**src/rtl/prc_pkg.sv**
```systemverilog
package prc_pkg;
  typedef enum logic [3:0] {
    S_RLOW, S_RWAIT, S_CSEL, S_CHOLD, S_CWAIT, S_IDLE,
    S_DOPEN, S_DRD, S_DGO, S_DHOLD, S_DWAIT, S_FIN
  } seq_state_t;
  localparam int INIT_LEN = 25;
  localparam int WIN_LEN  = 6;
endpackage

```
**src/rtl/prc_ms_timer.sv**
```systemverilog
module prc_ms_timer #(
  parameter int CYC_PER_MS = 100000,
  parameter int MS         = 10
) (
  input  logic clk,
  input  logic rst,
  input  logic en,
  output logic expired
);
  localparam int LIM = CYC_PER_MS * MS;
  localparam int TW  = $clog2(LIM + 1);
  logic [TW-1:0] cnt;

  assign expired = en && (cnt == TW'(LIM - 1));

  always_ff @(posedge clk) begin
    if (rst || !en || expired) cnt <= '0;
    else                       cnt <= cnt + 1'b1;
  end
endmodule

```
**src/rtl/prc_cmd_rom.sv**
```systemverilog
module prc_cmd_rom #(
  parameter int COLS  = 128,
  parameter int PAGES = 8,
  parameter int IW    = 5
) (
  input  logic [IW-1:0] idx,
  output logic [7:0]    code
);
  always_comb begin
    case (idx)
      IW'(0):  code = 8'hAE;
      IW'(1):  code = 8'hD5;
      IW'(2):  code = 8'h80;
      IW'(3):  code = 8'hA8;
      IW'(4):  code = 8'(PAGES * 8 - 1);
      IW'(5):  code = 8'hD3;
      IW'(6):  code = 8'h00;
      IW'(7):  code = 8'h40;
      IW'(8):  code = 8'h8D;
      IW'(9):  code = 8'h14;
      IW'(10): code = 8'h20;
      IW'(11): code = 8'h00;
      IW'(12): code = 8'hA1;
      IW'(13): code = 8'hC8;
      IW'(14): code = 8'hDA;
      IW'(15): code = 8'h12;
      IW'(16): code = 8'h81;
      IW'(17): code = 8'hCF;
      IW'(18): code = 8'hD9;
      IW'(19): code = 8'hF1;
      IW'(20): code = 8'hDB;
      IW'(21): code = 8'h40;
      IW'(22): code = 8'hA4;
      IW'(23): code = 8'hA6;
      IW'(24): code = 8'hAF;
      // repaint window: columns then pages
      IW'(25): code = 8'h21;
      IW'(26): code = 8'h00;
      IW'(27): code = 8'(COLS - 1);
      IW'(28): code = 8'h22;
      IW'(29): code = 8'h00;
      IW'(30): code = 8'(PAGES - 1);
      default: code = 8'h00;
    endcase
  end
endmodule

```
**src/rtl/prc_req_latch.sv**
```systemverilog
module prc_req_latch (
  input  logic clk,
  input  logic rst,
  input  logic req,
  input  logic take,
  output logic pend
);
  always_ff @(posedge clk) begin
    if (rst)       pend <= 1'b0;
    else if (take) pend <= 1'b0;
    else if (req)  pend <= 1'b1;
  end
endmodule

```
**src/rtl/panel_refresh_ctrl.sv**
```systemverilog
module panel_refresh_ctrl #(
  parameter int CYC_PER_MS = 100000,
  parameter int RST_MS     = 10,
  parameter int COLS       = 128,
  parameter int PAGES      = 8,
  parameter int AW         = $clog2(COLS * PAGES)
) (
  input  logic          clk,
  input  logic          rst,
  input  logic          flush_req,
  input  logic          spi_busy,
  input  logic [7:0]    mem_rdata,
  output logic          spi_start,
  output logic [7:0]    spi_byte,
  output logic [AW-1:0] mem_addr,
  output logic          pnl_rst_n,
  output logic          pnl_dc,
  output logic          pnl_cs_n,
  output logic          flush_done
);
  import prc_pkg::*;

  localparam int FRAME = COLS * PAGES;
  localparam int CMD_N = INIT_LEN + WIN_LEN;
  localparam int CW    = $clog2(CMD_N);

  seq_state_t    st;
  logic [CW-1:0] cmd_idx;
  logic [7:0]    rom_code;
  logic          tmr_en, tmr_exp;
  logic          pend, take;

  assign tmr_en = (st == S_RLOW) || (st == S_RWAIT);
  assign take   = (st == S_IDLE);

  prc_ms_timer #(.CYC_PER_MS(CYC_PER_MS), .MS(RST_MS)) u_tmr (
    .clk(clk), .rst(rst), .en(tmr_en), .expired(tmr_exp)
  );

  prc_cmd_rom #(.COLS(COLS), .PAGES(PAGES), .IW(CW)) u_rom (
    .idx(cmd_idx), .code(rom_code)
  );

  prc_req_latch u_req (
    .clk(clk), .rst(rst), .req(flush_req), .take(take), .pend(pend)
  );

  always_ff @(posedge clk) begin
    if (rst) begin
      st         <= S_RLOW;
      cmd_idx    <= '0;
      spi_start  <= 1'b0;
      spi_byte   <= '0;
      mem_addr   <= '0;
      pnl_rst_n  <= 1'b0;
      pnl_dc     <= 1'b0;
      pnl_cs_n   <= 1'b1;
      flush_done <= 1'b0;
    end else begin
      spi_start  <= 1'b0;
      flush_done <= 1'b0;
      case (st)
        S_RLOW: if (tmr_exp) begin
          pnl_rst_n <= 1'b1;
          st        <= S_RWAIT;
        end
        S_RWAIT: if (tmr_exp) st <= S_CSEL;
        S_CSEL: begin
          pnl_cs_n  <= 1'b0;
          pnl_dc    <= 1'b0;
          spi_byte  <= rom_code;
          spi_start <= 1'b1;
          st        <= S_CHOLD;
        end
        S_CHOLD: st <= S_CWAIT;
        S_CWAIT: if (!spi_busy) begin
          pnl_cs_n <= 1'b1;
          cmd_idx  <= cmd_idx + 1'b1;
          if (cmd_idx == CW'(INIT_LEN - 1))   st <= S_IDLE;
          else if (cmd_idx == CW'(CMD_N - 1)) st <= S_DOPEN;
          else                                st <= S_CSEL;
        end
        S_IDLE: if (pend || flush_req) begin
          cmd_idx <= CW'(INIT_LEN);
          st      <= S_CSEL;
        end
        S_DOPEN: begin
          pnl_cs_n <= 1'b0;
          pnl_dc   <= 1'b1;
          mem_addr <= '0;
          st       <= S_DRD;
        end
        S_DRD: st <= S_DGO;
        S_DGO: begin
          spi_byte  <= mem_rdata;
          spi_start <= 1'b1;
          st        <= S_DHOLD;
        end
        S_DHOLD: st <= S_DWAIT;
        S_DWAIT: if (!spi_busy) begin
          if (mem_addr == AW'(FRAME - 1)) begin
            pnl_cs_n <= 1'b1;
            st       <= S_FIN;
          end else begin
            mem_addr <= mem_addr + 1'b1;
            st       <= S_DRD;
          end
        end
        S_FIN: begin
          flush_done <= 1'b1;
          st         <= S_IDLE;
        end
        default: st <= S_RLOW;
      endcase
    end
  end
endmodule

```
**config.mk**
```make
export PLATFORM = sky130hd
export DESIGN_NAME = panel_refresh_ctrl
export DESIGN_NICKNAME = d
export VERILOG_FILES = /design/src/rtl/prc_pkg.sv /design/src/rtl/prc_ms_timer.sv /design/src/rtl/prc_cmd_rom.sv /design/src/rtl/prc_req_latch.sv /design/src/rtl/panel_refresh_ctrl.sv
export SDC_FILE = /design/constraint.sdc
export NUM_CORES = 1
export LEC_CHECK = 0
export ABC_CLOCK_PERIOD_IN_PS = 3170
export BUFFER_PORTS_ARGS = -buffer_cell sky130_fd_sc_hd__buf_2
export CAP_MARGIN = 20
export CORE_ASPECT_RATIO = 2
export CORE_MARGIN = 2
export CORE_UTILIZATION = 59
export DETAILED_ROUTE_END_ITERATION = 12
export HOLD_SLACK_MARGIN = 0.1
export PLACE_DENSITY = 0.83
export SLEW_MARGIN = 20
export SYNTH_ARGS = -nofsm -noshare
export SYNTH_HDL_FRONTEND = slang
export SYNTH_SLANG_ARGS = --single-unit
```
**constraint.sdc**
```tcl
create_clock -name clk -period 3.17 [get_ports clk]
set_input_delay 0.634 -clock clk [delete_from_list [all_inputs] [get_ports clk]]
set_output_delay 0.634 -clock clk [all_outputs]
set_load 0.05 [all_outputs]
```
==> results.txt, run 1 <==
----------------------------------------------------
[Outcome]
  Run status ... completed

[Timing]
  Final Slew Violations ... 0
  Final period utilization ... 0.871
  Final total negative setup slack ... 0 ns
  Hold violation total from the final report ... 0
  Unrepaired setup endpoints after global routing ... no
  Final setup fails ... 0
  Worst Tran Pin Value ... approximately 1.0 ns
  Achievable clock frequency ... about 0.36 GHz
  Relative max-transition margin ... 0.297
  Largest clock skew in the final design ... 0.00616 ns
  Minimum clock period ... roughly 2.8 ns

[Worst setup path]
  Kind of start point of the critical path ... register
  Critical Path AT ... roughly 3.1 ns
  Required time at the worst-slack endpoint ... ~3.5 ns
  Setup slack on the worst flop-to-flop path ... 0.41 ns
  Worst R2R Path Depth ... 8
  Classification of the worst setup path ... register to register
  Crit path max-delay family ... compound AO/OA/AOI/OAI gates
  Master of the slowest instance on the critical path ... sky130_fd_sc_hd__or4b_4
  Most repeated library cell on the critical path ... sky130_fd_sc_hd__inv_1
  Launch point of the worst reg-to-reg path ... st[0]
  Highest fanout seen on the critical path ... 8
  Crit path cell chain ... or4b_4 -> o31ai_1 -> nor2_1 -> inv_1 -> ha_1 -> inv_1 -> a2111oi_0 -> a211o_1
  Critical path buffers and inverters ... 2
  CP peak stage delay ... 0.58 ns
  Terminus of the critical flop-to-flop path ... u_rom.code[3]
  Category of the worst setup path capture point ... register

[Synth]
  Most common library cells after synthesis ... sky130_fd_sc_hd__dfxtp_1, sky130_fd_sc_hd__nor2_1, sky130_fd_sc_hd__nand2_1, sky130_fd_sc_hd__nand3_1, sky130_fd_sc_hd__a21oi_1
  Syn Area/Cell ... around 8.3 sq um
  Yosys top cell by area ... sky130_fd_sc_hd__dfxtp_1
  Sequential-to-total area share from yosys stat ... 0.367
  Netlist cell types ... 66
  Gate count after technology mapping ... 400
  Top-area cell type share of the netlist area ... 0.367
  Ranking of synthesized cells by area ... sky130_fd_sc_hd__dfxtp_1, sky130_fd_sc_hd__nor2_1, sky130_fd_sc_hd__ha_1
  Most frequently used flop master after synthesis ... sky130_fd_sc_hd__dfxtp_1
  Flops & latches, synth ... 61
  Netlist Area Pre-Place ... around 3300 sq um
  Count of warnings emitted by yosys ... 0
  Number of enable-type register cells in the synthesized netlist ... 0
  Synth Net Count ... between 400 and 500
  Proportion of synthesized flip-flops having asynchronous set or reset ... 0

[Clock network]
  # Post-CTS Setup Buffers ... 0
  PostCTS Resize Cnt ... 0
  Hold buffer count at cts ... 0
  CTS Sinks ... 61
  H-tree depth ... 3
  Clock tree from TritonCTS ... yes
  Worst-path clk slew ... 0.07 ns
  Bufs on Longest Clock Path ... 2
  TritonCTS Buffers ... 9
  Clock tree root buffer cell ... sky130_fd_sc_hd__clkbuf_8
  Clk_lat worst skew ... ~0.34 ns

[Placed design]
  Dpl cells ... 480
  DP Wirelength ... between 5000 and 6000 um
  Placer congestion estimate ... between 0.9 and 1
  Instance area after placement ... about 3500 sq um
  I/O Buffers ... 34

[Finish]
  Area added between synthesis and finish ... 13.3%
  Fillcell total ... 454
  Non-filler instance count after layout ... 496
  Diodes inserted ... 0
  Final Cell Area ... about 3800 sq um
  Fraction of final layout cells sized beyond drive strength 1 ... 0.167
  Final Util ... 0.694
  # nets final ... roughly 460

[Worst hold path]
  Hold-critical path endpoint ... u_tmr.cnt[0]
  Worst Hold Launch ... u_tmr.cnt[0]
  Worst hold path class ... register to register
  Hold Crit Depth ... 1

[GRT]
  Total global-route track usage ... 0.268
  Global-route wire length before repair ... between 10,000 and 15,000 um
  Antenna violations before repair ... 0
  Vias in the first global route ... roughly 3,000
  Total grt overflow ... 0
  Largest net degree at the start of global routing ... 21

[Die]
  Die boundary width ... roughly 57 um
  Placeable core region ... approximately 5400 sq um
  Number of top-level pins ... 35
  Row Count ... 38
  Initial Util ... 0.613
  Die height ... 110 um
  Die Footprint ... 6290 sq um

[Detailed routing]
  Total DRC errors in the routed layout ... 0
  TritonRoute pass-1 iters ... 4
  1st-iter DRT viols ... 183
  Number of vias in the routed layout ... 3,064
  Routed wire length per instance ... roughly 16 um
  Number of routed nets with antenna violations ... 0
  DRT Wirelength ... 8170 um
  Detail-routed via count per cell ... 6.18

[Flow run]
  Maximum capacitance violations ... 0

[Power and ir drop]
  Internal power consumption ... approximately 1.3 mW
  Clock network fraction of total power ... 0.515
  Power share of the combinational group ... 0.021
  Total power per unit cell area ... 444 nW/um^2
  Final total power ... between 1.5 and 2 mW
  Total leakage power ... around 1.5 nW
  Flop pwr share ... 0.464
  Switching power as a share of total power ... 0.206
  Worst supply voltage drop on vdd ... ~0.69 mV
  Switching pwr ... around 0.34 mW

----------------------------------------------------
worst reg2reg max path: cells and delay by family (launching register included):
family,cells,cell delay [ns]
flip-flops,1,0.39
buffers and inverters,2,0.28
AND/OR/NAND/NOR,2,0.77
AO/OA/AOI/OAI,3,1.03
adder cells (fa/ha/maj),1,0.25
layer usage:
layer,global-route usage,up-vias,share of wire
met1,0.242,1450,0.36
met5,0,-,0
li1,-,1491,-
met2,0.510,83,0.56
met3,0.0502,40,0.029
met4,0.201,0,0.060
through the flow:
stage                     hold WS [ns]  setup WS, ns
after detailed placement         0.462         0.308
after global routing             0.518         0.223
final                            0.484         0.409
after CTS                        0.479         0.418
after global placement           0.454         0.426
after floorplan                  0.437         0.284
power by group through the flow:
stage / clock, mW / sequential [mW] / combinational (mW)
after floorplan: 0 / 0.791 / 0.0218
after detailed placement: 0 / 0.792 / 0.0347
after global routing: 0.897 / 0.775 / 0.0385
final: 0.859 / 0.775 / 0.0354
after CTS: 0.869 / 0.774 / 0.0350
after global placement: 0 / 0.792 / 0.0338
how the worst max path moves through the flow:
stage / depth (start not counted) / endpoint / slack, ns / from
floorplan: 11 / u_rom.code[3] / 0.28 / spi_busy
global placement: 10 / u_rom.code[3] / 0.43 / flush_req
detailed placement: 9 / u_rom.code[3] / 0.31 / flush_req
CTS: 8 / u_rom.code[3] / 0.42 / st[0]
global route: 8 / u_rom.code[3] / 0.22 / st[0]
finish: 8 / u_rom.code[3] / 0.41 / st[0]
final cells by class:
type | count | area [sq um] | share of cell area
clock buffer | 10 | 138 | 0.0366
sequential | 61 | 1220 | 0.324
clock inverter | 6 | 109 | 0.0289
inverter | 18 | 72.6 | 0.0193
timing repair buffer | 42 | 230 | 0.0612
multi-input combinational | 299 | 1920 | 0.510
tap | 60 | 75.1 | 0.0199
placed cells by master (no fill, tap or decap), types with 13 or more instances in the layout:
master                      n
sky130_fd_sc_hd__a211oi_1  13
sky130_fd_sc_hd__a21oi_1   18
sky130_fd_sc_hd__buf_2     34
sky130_fd_sc_hd__dfxtp_1   61
sky130_fd_sc_hd__ha_1      13
sky130_fd_sc_hd__inv_1     15
sky130_fd_sc_hd__nand2_1   28
sky130_fd_sc_hd__nand3_1   20
sky130_fd_sc_hd__nor2_1    61
sky130_fd_sc_hd__o21ai_0   17
sky130_fd_sc_hd__xor2_1    17
cells by family after synthesis:
logic type,count (synthesis),synth area share
flops,61,0.367
mux,12,0.0369
fa+ha+maj,13,0.0489
xor+xnor,25,0.0659
buf+inv,40,0.0553
simple gates,161,0.242
compound gates,88,0.184
sequential cells by signal (all words and copies together) (netlist names), 4 cells and up:
name / count
st: 4
cmd_idx: 5
u_tmr.cnt: 20
spi_byte: 8
mem_addr: 10
u_rom.code: 8
Power figures use the tool's default switching activity.
==> inputs of run 2 (changes only) <==
--- a/config.mk
+++ b/config.mk
@@ -5,6 +5,7 @@
 export SDC_FILE = /design/constraint.sdc
 export NUM_CORES = 1
 export LEC_CHECK = 0
+export ABC_AREA = 1
 export ABC_CLOCK_PERIOD_IN_PS = 3170
 export BUFFER_PORTS_ARGS = -buffer_cell sky130_fd_sc_hd__buf_2
 export CAP_MARGIN = 20
==> results.txt, run 2 <==
----------------------------------------------------
[Outcome]
  Run status ... completed

[Worst setup path]
  Terminus of the critical flop-to-flop path ... u_rom.code[5]
  Category of the worst setup path capture point ... register
  CP startpoint ... st[2]
  Setup slack on the worst flop-to-flop path ... 0.80 ns (+0.39 ns)
  Kind of start point of the critical path ... register
  Launch point of the worst reg-to-reg path ... st[2]
  Worst R2R Path Depth ... 14 (+6)
  Highest fanout seen on the critical path ... 9 (+1)
  Required time at the worst-slack endpoint ... 3.39 ns (-0.07 ns)
  Critical Path AT ... 2.60 ns (-0.45 ns)
  Classification of the worst setup path ... register to register
  End point of the critical path ... u_rom.code[5]

[Finish]
  Multi-input gate area in the final layout ... 1950 sq um (+1.6%)
  Commonest non-fill, non-tap cell in the layout ... sky130_fd_sc_hd__nand2_1
  Fraction of final layout cells sized beyond drive strength 1 ... 0.132 (-0.0356)
  Max FFs per register ... 20 (unchanged)
  Register Area ... 1220 sq um (unchanged)
  # nets final ... 589 (+29%)
  Area added between synthesis and finish ... 15.5%
  Fillcell total ... 486 (+7.0%)
  Diodes inserted ... 0 (unchanged)
  Top reg by flops ... u_tmr.cnt
  Top Registers ... u_tmr.cnt: 20 flops, mem_addr: 10 flops
  Commonest cells after routing, fill and taps aside ... sky130_fd_sc_hd__nand2_1, sky130_fd_sc_hd__nor2_1, sky130_fd_sc_hd__inv_1, sky130_fd_sc_hd__nand3_1, sky130_fd_sc_hd__dfxtp_1

[Synth]
  Netlist cell types ... 36 (-45%)
  Most frequently used flop master after synthesis ... sky130_fd_sc_hd__dfxtp_1
  Netlist Area Pre-Place ... 3490 sq um (+5.1%)
  Ranking of synthesized cells by area ... sky130_fd_sc_hd__dfxtp_1, sky130_fd_sc_hd__nand2_1, sky130_fd_sc_hd__nand3_1
  Syn Area/Cell ... 6.63 sq um (-20%)
  Gate count after technology mapping ... 527 (+32%)
  Flops & latches, synth ... 61 (unchanged)
  Proportion of synthesized flip-flops having asynchronous set or reset ... 0 (unchanged)
  Most frequently used cell type in the post-synthesis netlist ... sky130_fd_sc_hd__nand2_1
  Synth Net Count ... 552 (+30%)
  Number of enable-type register cells in the synthesized netlist ... 0 (unchanged)
  Yosys top cell by area ... sky130_fd_sc_hd__dfxtp_1
  Sequential-to-total area share from yosys stat ... 0.350 (-0.0178)
  Top-area cell type share of the netlist area ... 0.350 (-0.0178)
  Most common library cells after synthesis ... sky130_fd_sc_hd__nand2_1, sky130_fd_sc_hd__nor2_1, sky130_fd_sc_hd__inv_1, sky130_fd_sc_hd__nand3_1, sky130_fd_sc_hd__dfxtp_1
  Count of warnings emitted by yosys ... 0 (unchanged)

[Power and ir drop]
  Switching pwr ... 0.360 mW (+4.7%)
  Total leakage power ... 1.87 nW (+26%)
  Worst supply voltage drop on vdd ... 0.653 mV (-5.1%)
  Clock network fraction of total power ... 0.578 (+0.063)
  Switching power as a share of total power ... 0.188 (-0.0179)
  Power share of the combinational group ... 0.017 (-0.004)
  Internal power consumption ... 1.55 mW (+17%)
  Total power per unit cell area ... 474 nW/um^2 (+6.9%)
  Flop pwr share ... 0.404 (-0.060)

[Die]
  Initial Util ... 0.612 (-0.00145)
  Die Footprint ... 6590 sq um (+4.8%)
  Die boundary width ... 58.4 um (+2.3%)
  Placeable core region ... 5710 sq um (+5.3%)
  Number of top-level pins ... 35 (unchanged)
  Die height ... 113 um (+2.4%)
  Row Count ... 39 (+2.6%)

[Timing]
  Worst Tran Pin Value ... 0.836 ns (-0.207 ns)
  Final worst slack ... 0.797 ns (+0.388 ns)
  Hold violation total from the final report ... 0 (unchanged)
  Minimum clock period ... 2.37 ns (-0.388 ns)
  Final setup fails ... 0 (unchanged)
  Final Slew Violations ... 0 (unchanged)
  Final total negative setup slack ... 0 ns (unchanged)
  Achievable clock frequency ... 0.421 GHz (+16%)
  Unrepaired setup endpoints after global routing ... no
  Final period utilization ... 0.749 (-0.122)
  Relative max-transition margin ... 0.441 (+0.144)
  Largest clock skew in the final design ... 0.00339 ns (-0.00277 ns)

[Clock network]
  Hold buffer count at cts ... 0 (unchanged)
  TritonCTS Buffers ... 9 (unchanged)
  Clock tree root buffer cell ... sky130_fd_sc_hd__clkbuf_16
  H-tree depth ... 3 (unchanged)
  Bufs on Longest Clock Path ... 2 (unchanged)
  Worst-path clk slew ... 0.05 ns (-0.02 ns)
  Clock tree from TritonCTS ... yes
  Clk_lat worst skew ... 0.33 ns (about the same)
  CTS Sinks ... 61 (unchanged)
  PostCTS Resize Cnt ... 0 (unchanged)
  # Post-CTS Setup Buffers ... 0 (unchanged)

[Placed design]
  Placer congestion estimate ... 0.977 (+7.8%)
  DP Wirelength ... 6560 um (+10%)
  Pre-CTS setup slack ... 0.647 ns (+0.338 ns)
  I/O Buffers ... 34 (unchanged)

[GRT]
  Total global-route track usage ... 0.304 (+0.0356)
  Antenna violations before repair ... 0 (unchanged)
  Global-route wire length before repair ... 15,500 um (+18%)
  Largest net degree at the start of global routing ... 21 (unchanged)
  Total grt overflow ... 0 (unchanged)
  Vias in the first global route ... 3,581 (+18%)

[Flow run]
  Maximum capacitance violations ... 0 (unchanged)

[Detailed routing]
  DRT Wirelength ... 9120 um (+12%)
  Detail-routed via count per cell ... 5.69 (-7.8%)
  TritonRoute pass-1 iters ... 5 (+1)
  1st-iter DRT viols ... 254 (+39%)
  Routed wire length per instance ... 14.5 um (-12%)
  Total DRC errors in the routed layout ... 0 (unchanged)
  Number of vias in the routed layout ... 3,587 (+17%)
  Number of routed nets with antenna violations ... 0 (unchanged)

[Worst hold path]
  Worst hold path class ... register to register

----------------------------------------------------
==> run 2: cell count changes after synthesis, sizes merged, moves of 10 or more <==
cell	previous run	this run
inv	16	66
nor2	61	74
nand2	28	143
a211oi	13	0
nand3	20	67
mux2i	10	0
xor2	17	3
clkbuf	15	4
==> run 2: layout make-up <==
| class | count | area share |
|---|---|---|
| Timing Repair Buffer | 37 | 0.0478 |
| Clock buffer | 13 | 0.0695 |
| Tap cell | 61 | 0.0189 |
| Inverter | 66 | 0.0620 |
| Multi-Input combinational cell | 389 | 0.483 |
| Clock inverter | 3 | 0.0161 |
| Sequential cell | 61 | 0.303 |
==> run 2: worst min-delay path by stage <==
stage / startpoint / to / slack [ns] / cells past startpoint
after floorplan: u_tmr.cnt[0] / u_tmr.cnt[0] / 0.42 / 1
after global placement: u_tmr.cnt[0] / u_tmr.cnt[0] / 0.43 / 1
after detailed placement: u_tmr.cnt[0] / u_tmr.cnt[0] / 0.44 / 1
after CTS: u_tmr.cnt[0] / u_tmr.cnt[0] / 0.45 / 1
after global routing: u_tmr.cnt[0] / u_tmr.cnt[0] / 0.47 / 1
final: u_tmr.cnt[0] / u_tmr.cnt[0] / 0.45 / 1
==> run 2: power by group through the flow <==
stage | registers, mW | logic (mW) | clock network, mW
floorplan | 0.789 | 0.0188 | 0
global placement | 0.790 | 0.0312 | 0
detailed placement | 0.790 | 0.0322 | 0
CTS | 0.774 | 0.0323 | 1.11
global route | 0.774 | 0.0372 | 1.15
finish | 0.774 | 0.0329 | 1.11
==> run 2: worst max-delay path, cell delays in order (launching register included) <==
cell and delay [ns]:
sky130_fd_sc_hd__dfxtp_1 0.40, sky130_fd_sc_hd__inv_2 0.10, sky130_fd_sc_hd__nor2_4 0.18, sky130_fd_sc_hd__nand3_4 0.16
sky130_fd_sc_hd__inv_1 0.11, sky130_fd_sc_hd__nand2_1 0.07, sky130_fd_sc_hd__nand3_1 0.25, sky130_fd_sc_hd__inv_1 0.17
sky130_fd_sc_hd__ha_1 0.36, sky130_fd_sc_hd__nand2_1 0.17, sky130_fd_sc_hd__nand2_1 0.08, sky130_fd_sc_hd__nand2_1 0.08
sky130_fd_sc_hd__nand2_1 0.05, sky130_fd_sc_hd__nand2_1 0.05, sky130_fd_sc_hd__nand2_1 0.04
==> run 2: cells by family after synthesis <==
kind of cell	count (synthesis)	synth area share
flops	61	0.350
simple gates	320	0.419
compound gates	50	0.0774
xor+xnor	6	0.0151
fa+ha+maj	13	0.0466
buf+inv	77	0.0921
==> run 2: per-layer routing <==
layer,up-vias,part of all wire,global-route usage
met5,-,0,0
met4,0,0.048,0.189
met3,44,0.036,0.0617
met2,116,0.57,0.567
met1,1655,0.34,0.283
li1,1772,-,-
==> run 2: per-stage QoR <==
step	power (mW)	utilization	cell area (sq um)	hold WS (ns)	instances
floorplan	0.808	-	3490	0.418	527
global placement	0.821	0.646	3690	0.426	614
detailed placement	0.822	0.646	3690	0.437	614
CTS	1.92	0.707	4040	0.449	630
global route	1.96	0.707	4040	0.467	630
finish	1.91	0.707	4040	0.452	630
==> inputs of run 3 (changes only) <==
--- a/config.mk
+++ b/config.mk
@@ -5,8 +5,8 @@
 export SDC_FILE = /design/constraint.sdc
 export NUM_CORES = 1
 export LEC_CHECK = 0
-export ABC_AREA = 1
-export ABC_CLOCK_PERIOD_IN_PS = 3170
+export ABC_AREA = 0
+export ABC_CLOCK_PERIOD_IN_PS = 2300
 export BUFFER_PORTS_ARGS = -buffer_cell sky130_fd_sc_hd__buf_2
 export CAP_MARGIN = 20
 export CORE_ASPECT_RATIO = 2
==> constraint.sdc (replaced) <==
create_clock -name clk -period 2.3 [get_ports clk]
set_input_delay 0.46 -clock clk [delete_from_list [all_inputs] [get_ports clk]]
set_output_delay 0.46 -clock clk [all_outputs]
set_load 0.05 [all_outputs]
==> results.txt, run 3 (synthesis gave the netlist of run 1 again) <==
----------------------------------------------------
[Worst setup path]
  Kind of start point of the critical path ... register
  Classification of the worst setup path ... register to register
  Critical Path AT ... 2.68 ns (+0.08 ns)
  Highest fanout seen on the critical path ... 8 (-1)
  Crit path max-delay family ... simple AND/OR/NAND/NOR gates
  Category of the worst setup path capture point ... register
  Critical path buffers and inverters ... 2 (-1)
  Crit path cell chain ... buf_6 -> or4b_4 -> or3_4 -> a31o_4 -> clkinv_4 -> nor2_1 -> or4_1 -> o221ai_1
  Required time at the worst-slack endpoint ... 2.58 ns (-0.81 ns)
  CP peak stage delay ... 0.59 ns (+0.19 ns)
  Master of the slowest instance on the critical path ... sky130_fd_sc_hd__or4b_4

[Timing]
  Final Slew Violations ... 0 (unchanged)
  Largest clock skew in the final design ... 0.0112 ns (+0.00782 ns)
  Minimum clock period ... 2.40 ns (+0.0300 ns)
  Final worst slack ... -0.103 ns (-0.900 ns)
  Final total negative setup slack ... -0.487 ns (-0.487 ns)
  Relative max-transition margin ... 0.608 (+0.167)
  Unrepaired setup endpoints after global routing ... yes
  Hold violation total from the final report ... 0 (unchanged)
  Final period utilization ... 1.04 (+0.296)
  Achievable clock frequency ... 0.416 GHz (-1.2%)
  Final setup fails ... 8 (+8)
  Worst hold slack across all endpoints ... 0.386 ns (-0.0659 ns)
  Worst Tran Pin Value ... 0.586 ns (-0.250 ns)

[Finish]
  Commonest non-fill, non-tap cell in the layout ... sky130_fd_sc_hd__buf_4
  Top Registers ... u_tmr.cnt: 20 flops, mem_addr: 10 flops
  Area added between synthesis and finish ... 33.0%
  Commonest cells after routing, fill and taps aside ... sky130_fd_sc_hd__buf_4, sky130_fd_sc_hd__nor2_1, sky130_fd_sc_hd__dfxtp_1
  # nets final ... 513 (-13%)
  Top reg by flops ... u_tmr.cnt
  Fraction of final layout cells sized beyond drive strength 1 ... 0.333 (+0.201)
  Max FFs per register ... 20 (unchanged)
  Final Cell Area ... 4420 sq um (+9.6%)
  Diodes inserted ... 0 (unchanged)

[Detailed routing]
  Routed wire length per instance ... 18.7 um (+29%)
  1st-iter DRT viols ... 198 (-22%)
  Number of vias in the routed layout ... 3,480 (-3.0%)
  Detail-routed via count per cell ... 6.29 (+11%)
  TritonRoute pass-1 iters ... 5 (unchanged)
  DRT Wirelength ... 10,300 um (+13%)
  Number of routed nets with antenna violations ... 0 (unchanged)
  Total DRC errors in the routed layout ... 0 (unchanged)

[Flow run]
  Maximum capacitance violations ... 0 (unchanged)

[Worst hold path]
  Worst hold path class ... primary input to register

[Power and ir drop]
  Total power per unit cell area ... 503 nW/um^2 (+6.1%)
  Final total power ... 2.22 mW (+16%)
  Total leakage power ... 1.77 nW (-5.0%)
  Worst supply voltage drop on vdd ... 0.664 mV (+1.7%)

[Die]
  Placeable core region ... 5420 sq um (-5.1%)
  Row Count ... 38 (-2.6%)
  Die boundary width ... 57.1 um (-2.3%)
  Number of top-level pins ... 35 (unchanged)
  Initial Util ... 0.613 (+0.00145)
  Die height ... 110 um (-2.4%)
  Die Footprint ... 6290 sq um (-4.6%)

[GRT]
  Total grt overflow ... 0 (unchanged)
  Vias in the first global route ... 3,355 (-6.3%)
  Global-route wire length before repair ... 15,600 um (+0.58%)
  Antenna violations before repair ... 0 (unchanged)
  Total global-route track usage ... 0.327 (+0.0233)
  Largest net degree at the start of global routing ... 21 (unchanged)

[Clock network]
  H-tree depth ... 3 (unchanged)
  TritonCTS Buffers ... 9 (unchanged)
  Clk_lat worst skew ... 0.36 ns (+0.03 ns)
  Worst-path clk slew ... 0.08 ns (+0.03 ns)
  Clock tree root buffer cell ... sky130_fd_sc_hd__clkbuf_8
  Hold buffer count at cts ... 0 (unchanged)
  CTS Sinks ... 61 (unchanged)
  Bufs on Longest Clock Path ... 2 (unchanged)
  Clock tree from TritonCTS ... yes

[Outcome]
  Violated checks ... setup timing
  Run status ... finished, violations left

[Placed design]
  Instance area after placement ... 3950 sq um (+7.2%)
  Placer congestion estimate ... 0.960 (-1.7%)
  I/O Buffers ... 34 (unchanged)
  DP Wirelength ... 7100 um (+8.2%)
  Pre-CTS setup slack ... -0.193 ns (-0.839 ns)

----------------------------------------------------
[run 3: final cells by class]
type | count | area, sq um
Inverter | 18 | 77.6
Multi-Input combinational cell | 299 | 2140
Clock buffer | 10 | 138
Tap cell | 60 | 75.1
Timing Repair Buffer | 99 | 673
Sequential cell | 61 | 1230
Clock inverter | 6 | 86.3
Fill cell | 350 | 1000
[run 3: tightest hold or removal path, delay by kind of cell]
family	cells	cell delay (ns)
buffers and inverters	1	0.09
and+or+nand+nor	1	0.09
AOI/OAI and AO/OA	1	0.05
[run 3: final timing paths]
check                  end    startpoint  cells after the start  slack (ns)
max          u_rom.code[7]         st[1]                      8       -0.10
min            spi_byte[1]  mem_rdata[1]                      3        0.39
max reg2reg  u_rom.code[7]         st[1]                      8       -0.10
min reg2reg   u_tmr.cnt[0]  u_tmr.cnt[0]                      1        0.47
[run 3: layer usage]
metal / GRT usage / up-vias / share of wire
li1: - / 1610 / -
met1: 0.286 / 1639 / 0.32
met2: 0.624 / 162 / 0.55
met3: 0.0665 / 69 / 0.044
met4: 0.252 / 0 / 0.076
met5: 0 / - / 0
[run 3: repair_timing]
item                       CTS  global route
buffers inserted             4             2
cloned                       0             0
resized for setup           27            25
setup endpoints to repair    8            12
pin swaps                   14             6
[run 3: report_power, final]
part / internal, mW / total (mW) / switching, mW
registers: 1.06 / 1.07 / 0.00564
logic: 0.0286 / 0.0695 / 0.0409
clock network: 0.637 / 1.09 / 0.452
total: 1.73 / 2.22 / 0.499
[run 3: stage by stage]
stage	util	cells
finish	0.816	553
detailed placement	0.729	531
global placement	0.729	531
CTS	0.796	551
floorplan	-	400
global route	0.816	553
